## src/rtl/mac_irq_pkg.sv

```systemverilog
package mac_irq_pkg;
  localparam int REG_W    = 32;
  localparam int RX_N     = 14;
  localparam int TX_N     = 8;
  localparam int RX_BASE  = 1;
  localparam int TX_BASE  = 17;
  localparam int RX_SUM   = 0;
  localparam int TX_SUM   = 16;

  // implemented event positions: 1..11, 14 and 17..24
  localparam logic [REG_W-1:0] RX_EVT_MASK = 32'h0000_4FFE;
  localparam logic [REG_W-1:0] TX_EVT_MASK = 32'h01FE_0000;
  localparam logic [REG_W-1:0] EVT_MASK    = RX_EVT_MASK | TX_EVT_MASK;
  localparam logic [REG_W-1:0] SUM_MASK    = (REG_W'(1) << RX_SUM) | (REG_W'(1) << TX_SUM);
  localparam logic [REG_W-1:0] EN_MASK     = EVT_MASK | SUM_MASK;

  // spread the two pulse vectors onto their status positions
  function automatic logic [REG_W-1:0] place_events(input logic [RX_N-1:0] rx,
                                                     input logic [TX_N-1:0] tx);
    logic [REG_W-1:0] v;
    v = (REG_W'(rx) << RX_BASE) | (REG_W'(tx) << TX_BASE);
    return v & EVT_MASK;
  endfunction

  // OR of the status bits that are enabled inside one group
  function automatic logic group_hit(input logic [REG_W-1:0] stat,
                                     input logic [REG_W-1:0] en,
                                     input logic [REG_W-1:0] grp);
    return |(stat & en & grp);
  endfunction
endpackage

```

## src/rtl/irq_sticky_bank.sv

```systemverilog
module irq_sticky_bank #(
  parameter int              W    = 32,
  parameter logic [W-1:0]    IMPL = '1
) (
  input  logic         clk,
  input  logic         rst_n,
  input  logic [W-1:0] set_vec,
  input  logic [W-1:0] clr_vec,
  output logic [W-1:0] q
);
  for (genvar i = 0; i < W; i++) begin : g_bit
    if (IMPL[i]) begin : g_flop
      always_ff @(posedge clk) begin
        if (!rst_n) q[i] <= 1'b0;
        else        q[i] <= set_vec[i] | (q[i] & ~clr_vec[i]);
      end
    end else begin : g_tie
      assign q[i] = 1'b0;
    end
  end

  // a clear without a simultaneous set empties the bit
  a_r2_clear_takes: assert property (@(posedge clk) disable iff (!rst_n)
    ((clr_vec & ~set_vec) != '0) |=> ((q & $past(clr_vec & ~set_vec)) == '0));

  // a set always lands, even against a clear
  a_r8_set_wins: assert property (@(posedge clk) disable iff (!rst_n)
    (set_vec != '0) |=> ((q & $past(set_vec & IMPL)) == $past(set_vec & IMPL)));

  // untouched bits keep their value
  a_r2_zero_keeps: assert property (@(posedge clk) disable iff (!rst_n)
    1'b1 |=> (((q ^ $past(q)) & ~$past(set_vec | clr_vec)) == '0));
endmodule

```

## src/rtl/irq_summary.sv

```systemverilog
module irq_summary
  import mac_irq_pkg::*;
(
  input  logic [REG_W-1:0] stat,
  input  logic [REG_W-1:0] en,
  output logic             rx_sum,
  output logic             tx_sum,
  output logic             irq_rx,
  output logic             irq_tx
);
  always_comb begin
    rx_sum = group_hit(stat, en, RX_EVT_MASK);
    tx_sum = group_hit(stat, en, TX_EVT_MASK);
    irq_rx = rx_sum & en[RX_SUM];
    irq_tx = tx_sum & en[TX_SUM];
  end
endmodule

```

## src/rtl/irq_regport.sv

```systemverilog
module irq_regport
  import mac_irq_pkg::*;
#(
  parameter int ADDR_W    = 2,
  parameter int STAT_WORD = 0,
  parameter int ENAB_WORD = 1
) (
  input  logic              clk,
  input  logic              rst_n,
  input  logic              reg_sel,
  input  logic              reg_wr,
  input  logic [ADDR_W-1:0] reg_addr,
  input  logic [REG_W-1:0]  reg_wdata,
  input  logic [REG_W-1:0]  stat_view,
  output logic [REG_W-1:0]  enab_q,
  output logic [REG_W-1:0]  clr_vec,
  output logic [REG_W-1:0]  reg_rdata
);
  localparam logic [ADDR_W-1:0] A_STAT = ADDR_W'(STAT_WORD);
  localparam logic [ADDR_W-1:0] A_ENAB = ADDR_W'(ENAB_WORD);

  logic wr_stat, wr_enab, rd_any;

  always_comb begin
    wr_stat = reg_sel & reg_wr & (reg_addr == A_STAT);
    wr_enab = reg_sel & reg_wr & (reg_addr == A_ENAB);
    rd_any  = reg_sel & ~reg_wr;
    clr_vec = wr_stat ? (reg_wdata & EVT_MASK) : '0;
  end

  always_ff @(posedge clk) begin
    if (!rst_n)       enab_q <= '0;
    else if (wr_enab) enab_q <= reg_wdata & EN_MASK;
  end

  always_ff @(posedge clk) begin
    if (!rst_n) reg_rdata <= '0;
    else if (rd_any) begin
      if (reg_addr == A_STAT)      reg_rdata <= stat_view;
      else if (reg_addr == A_ENAB) reg_rdata <= enab_q;
      else                         reg_rdata <= '0;
    end
  end

  // read data only moves after a read strobe
  a_r11_rdata_holds: assert property (@(posedge clk) disable iff (!rst_n)
    !rd_any |=> $stable(reg_rdata));
endmodule

```

## src/rtl/mac_irq_ctrl.sv

```systemverilog
module mac_irq_ctrl
  import mac_irq_pkg::*;
#(
  parameter int ADDR_W    = 2,
  parameter int STAT_WORD = 0,
  parameter int ENAB_WORD = 1
) (
  input  logic              clk,
  input  logic              rst_n,
  input  logic [RX_N-1:0]   rx_evt,
  input  logic [TX_N-1:0]   tx_evt,
  input  logic              reg_sel,
  input  logic              reg_wr,
  input  logic [ADDR_W-1:0] reg_addr,
  input  logic [REG_W-1:0]  reg_wdata,
  output logic [REG_W-1:0]  reg_rdata,
  output logic              irq_rx,
  output logic              irq_tx
);
  logic [REG_W-1:0] set_vec, clr_vec, stat_q, enab_q, stat_view;
  logic             rx_sum, tx_sum;

  assign set_vec = place_events(rx_evt, tx_evt);

  irq_sticky_bank #(.W(REG_W), .IMPL(EVT_MASK)) u_bank (
    .clk(clk), .rst_n(rst_n), .set_vec(set_vec), .clr_vec(clr_vec), .q(stat_q)
  );

  irq_summary u_sum (
    .stat(stat_q), .en(enab_q),
    .rx_sum(rx_sum), .tx_sum(tx_sum), .irq_rx(irq_rx), .irq_tx(irq_tx)
  );

  assign stat_view = stat_q | (REG_W'(rx_sum) << RX_SUM) | (REG_W'(tx_sum) << TX_SUM);

  irq_regport #(.ADDR_W(ADDR_W), .STAT_WORD(STAT_WORD), .ENAB_WORD(ENAB_WORD)) u_port (
    .clk(clk), .rst_n(rst_n), .reg_sel(reg_sel), .reg_wr(reg_wr),
    .reg_addr(reg_addr), .reg_wdata(reg_wdata), .stat_view(stat_view),
    .enab_q(enab_q), .clr_vec(clr_vec), .reg_rdata(reg_rdata)
  );

  // reserved positions never show up in read data
  a_r7_rsvd_zero: assert property (@(posedge clk) disable iff (!rst_n)
    ((reg_rdata & ~EN_MASK) == '0));

  // receive interrupt needs a pending enabled event and the global enable
  a_r4_rx_gated: assert property (@(posedge clk) disable iff (!rst_n)
    irq_rx |-> (enab_q[RX_SUM] && ((stat_q & enab_q & RX_EVT_MASK) != '0)));

  // same for transmit
  a_r5_tx_gated: assert property (@(posedge clk) disable iff (!rst_n)
    irq_tx |-> (enab_q[TX_SUM] && ((stat_q & enab_q & TX_EVT_MASK) != '0)));

  // a pulse is captured regardless of the enables
  a_r10_capture: assert property (@(posedge clk) disable iff (!rst_n)
    (set_vec != '0) |=> ((stat_q & $past(set_vec)) == $past(set_vec)));
endmodule

```

## config.mk

```make
export PLATFORM = sky130hd
export DESIGN_NAME = mac_irq_ctrl
export DESIGN_NICKNAME = d
export VERILOG_FILES = /design/src/rtl/mac_irq_pkg.sv /design/src/rtl/irq_sticky_bank.sv /design/src/rtl/irq_summary.sv /design/src/rtl/irq_regport.sv /design/src/rtl/mac_irq_ctrl.sv
export SDC_FILE = /design/constraint.sdc
export NUM_CORES = 1
export LEC_CHECK = 0
export BUFFER_PORTS_ARGS = -buffer_cell sky130_fd_sc_hd__buf_2
export CORE_MARGIN = 2
export CORE_UTILIZATION = 56
export DETAILED_ROUTE_END_ITERATION = 16
export PLACE_DENSITY = 0.88
export SYNTH_ARGS = -nofsm -noshare
export SYNTH_HDL_FRONTEND = slang
export SYNTH_HIERARCHICAL = 1
export SYNTH_SLANG_ARGS = --single-unit
```

## constraint.sdc

```tcl
create_clock -name clk -period 3.9 [get_ports clk]
set_input_delay 0.975 -clock clk [delete_from_list [all_inputs] [get_ports clk]]
set_output_delay 0.975 -clock clk [all_outputs]
set_load 0.1 [all_outputs]
```

# [After elaboration in Yosys (flattened, before gate mapping)]
# Index checks and enable logic that the tools add are counted.
[classes] eq_ne=1 muxes=3 bitwise=71 n_reduce_logical=3
[ops] op="$mux W25" n=2
[ops] op="$mux W32" n=1
[ops] op="$or A32 B17 Y32" n=1
[ops] op="$and A1 B1 Y1" n=26
[ops] op="$and A25 B25 Y25" n=1
[ops] op="$or A15 B25 Y25" n=1
[ops] op="$or A25 B1 Y25" n=1
[ops] op="$not A1 Y1" n=21
[ops] op="$or A1 B1 Y1" n=20
[ops] op="$reduce_or A12 Y1" n=1
[ops] op="$reduce_or A8 Y1" n=1
[ops] op="$eq A2 B1 Y1 const B" n=1
[ops] op="$logic_not A2 Y1" n=1
[word_totals] ff_bits=74 input_bits=60 output_inout_bits=34

# [Logic depth before layout (Yosys ltp)]
[logic_depth] ltp_word=6 mapped_depth=6 depth_no_buf=6

# [By module]
# Netlist, hierarchy kept.
[modules_own_cells] mod="irq_regport" n_inst=1 cells_each=256 area_each_um2=2398.6 seq_area_each_um2=1081.0
[modules_own_cells] mod="irq_sticky_bank" n_inst=1 cells_each=75 area_each_um2=792.0 seq_area_each_um2=400.4
[modules_own_cells] mod="irq_summary" n_inst=1 cells_each=17 area_each_um2=115.1 seq_area_each_um2=0.0
[modules_own_cells] mod="mac_irq_ctrl" n_inst=1 cells_each=3 area_each_um2=16.3 seq_area_each_um2=0.0

# [Least setup slack after synthesis]
# Ideal clock, no wire load.
[synth_path] path_kind="reg-to-output" start="register u_port.enab_q[17]" end="output port irq_tx" t_arrival_ps=1249 slack_ps=1676 stages_incl_launch_ff=4 path_buffers=0 path_cell_list="dfxtp_1 -> a22oi_1 -> nand4_1 -> and2_1"
[synth_between] elab_chain_len=3
[synth_lines] item="start: declaration" line="irq_regport.sv:15" rtl="output logic [REG_W-1:0] enab_q,"
[synth_lines] item="start signal: assignment" line="irq_regport.sv:33" rtl="else if (wr_enab) enab_q <= reg_wdata & EN_MASK;"
[synth_lines] item="$and A25 B25 Y25" line="mac_irq_pkg.sv:29" rtl="return |(stat & en & grp);"
[synth_lines] item="$reduce_or A8 Y1" line="mac_irq_pkg.sv:29"
[synth_lines] item="net tx_sum" line="mac_irq_ctrl.sv:21" rtl="logic rx_sum, tx_sum;"
[synth_lines] item="$and A1 B1 Y1" line="irq_summary.sv:15" rtl="irq_tx = tx_sum & en[TX_SUM];"
[synth_lines] item="end: declaration" line="mac_irq_ctrl.sv:18" rtl="output logic irq_tx"
# The timed path passes the listed nets, and every way through them passes these cells.

# [Worst setup path after layout]
[layout_path] start="register u_bank.q[3]" end="output port irq_rx"
[layout_between] elab_chain_len=3
[layout_lines] item="start: declaration" line="irq_sticky_bank.sv:9" rtl="output logic [W-1:0] q"
[layout_lines] item="start signal: indexed assignment" line="irq_sticky_bank.sv:15" rtl="else q[i] <= set_vec[i] | (q[i] & ~clr_vec[i]);"
[layout_lines] item="$and A25 B25 Y25"
[layout_lines] item="$reduce_or A12 Y1" line="mac_irq_pkg.sv:29"
[layout_lines] item="$and A1 B1 Y1" line="irq_summary.sv:14" rtl="irq_rx = rx_sum & en[RX_SUM];"
[layout_lines] item="end: declaration" line="mac_irq_ctrl.sv:17" rtl="output logic irq_rx,"
# No other way between the ends.

==> out/qor.txt <==
number of global-route vias before repair: 2566
CP Launch Point: u_bank/q[3]
DR DRC count: 0
vias per cell: 5.41
fin crit share: 67.6%
CTS H-tree depth: 3
Finish-stage setup viols: 0
port bufs: 81
critical path data required time: 2.92 ns
HPWL after DPL: 4580 um
Critical Path Fanout Max: 3
Max Cap Violations: 0
DP Area: 0.00350 mm^2
mapped cell area: 0.00315 mm^2
min Tclk post-route: 2.64 ns
commonest non-fill, non-tap cells in the layout: buf_2, dfxtp_1, nand2_1, nor2b_1
r2r startpoint: u_bank/q[3]
Die H: 79.0 um
max-slew violation count: 0
Max-slew headroom: 38.8%
maximum vdd drop: 0.237 mV
Worst Hold Depth: 2
Fin. Hold Viols: 0
synthesized instance count: 327
initial antenna violation count: 0
Area Growth Syn to Fin: 19.5%
Root Driver: clkbuf_8
Setup Crit Path Kind: reg2out
WL final: 7020 um
number of inserted diodes: 0
maximum clock path buffer count: 2
die area: 0.00624 mm^2
fin area: 0.00376 mm^2
Worst Reg2Reg Path Length in Cells: 6
Int Power: 1340 uW
Total GRT Usage: 23.2%
Fmax: 0.379 GHz
max incr delay on CP: 0.36 ns
clk_skew: 0.00554 ns
commonest non-fill, non-tap cell in the layout: buf_2
largest net degree at the start of global routing: 42
Setup TNS Final: 0 ns
core area: 0.00547 mm^2
Sw Ratio: 22.3%
1st-iter DRT viols: 123
CP cell instances: a22oi_1 > nand2_1 > o31a_2 > buf_2
Reg2Reg Setup Slack: 2.16 ns
Syn Area/Cell: 9.63 um^2
CP Capture Type: output port
Worst Hold Launch: u_port/enab_q[23]
worst-skew pair later-pin latency: 0.34 ns
static leakage: 0.00172 uW
Crit-path slowest cell: o31a_2
Clk pwr share: 44.9%
cell count after placement: 462
layout cells sized above 1: 25.9%
YS warnings: 6
Post CTS Setup Buffer Count: 0
placement row count: 27
CTS Sinks: 74
TritonRoute pass-1 iters: 4
register share of total power: 46.1%
Sw Pwr: 385 uW
die width: 79.0 um
unrepaired setup endpoints after global routing: false
startpoint types: flop
quantity of gates resized following cts: 0
Comb power frac: 9.0%
Final #Nets: 461
Via Count: 2586
Post-Layout Cell Count: 478
Placer Congestion: 0.744
GRT overflow: 0
WP data arrival: 1.66 ns
Final ANT Viol Nets: 0
Post-CTS Hold Buffers: 0
starting density of the core: 57.5%
CTS tree: done
I/O Pins: 94
cts bufs inserted: 9
wire per inst: 14.7 um
outcome: completed
first-pass GRT wire length: 11400 um
Worst-Margin Slew: 0.917 ns
HP Class: reg2reg
Reg clk slew, reported paths: 0.07 ns
Power Dens Cells: 460 mW/mm^2
## worst max-delay path: cells and delay by family, from the launching register on
family                 cells  cell delay [ns]
DFF                        1             0.33
buffers and inverters      1             0.30
AOI/OAI and AO/OA          2             0.58
and+or+nand+nor            1             0.11
## area by class of cell
class	instances	area, um^2
fill	456	1710
sequential	74	1480
multi-input combinational	230	1480
timing repair buffer	86	443
clock buffer	11	141
clock inverter	5	125
tap	72	90.1
## through the flow
step	utilization [%]	hold slack, ns	power [uW]	setup slack, ns
after CTS	68.7	0.487	1740	1.26
after global routing	68.7	0.512	1790	1.17
final	68.7	0.484	1730	1.26
after detailed placement	63.9	0.465	969	1.37
after floorplan	-	0.452	930	1.68
after global placement	63.9	0.463	964	1.39
## sequential cells by signal, indices dropped and copies added (netlist names)
| name | cells |
|---|---|
| u_port/reg_rdata | 32 |
| u_bank/q | 20 |
| u_port/enab_q | 22 |
## worst paths after layout
| kind | end |
|---|---|
| worst max-delay path | irq_rx |
| worst min-delay path | u_port/enab_q[23] |
| worst max register to register | u_port/reg_rdata[0] |
| worst min register to register | u_port/enab_q[23] |
## power groups by stage
stage / logic [uW] / clock network [uW] / registers [uW]
floorplan: 80.7 / 0 / 850
global placement: 151 / 0 / 813
detailed placement: 154 / 0 / 814
CTS: 155 / 791 / 797
global route: 168 / 824 / 800
finish: 155 / 777 / 798
## routing by layer
layer  part of all wire [%]  global-route usage (%)  up-vias
met3                    8.3                    8.64        9
met2                     50                    39.7       93
met5                      0                       0        -
li1                       -                       -     1272
met4                    1.1                    6.90        0
met1                     41                    27.0     1212
No activity file was read; power rests on OpenSTA's default activity.
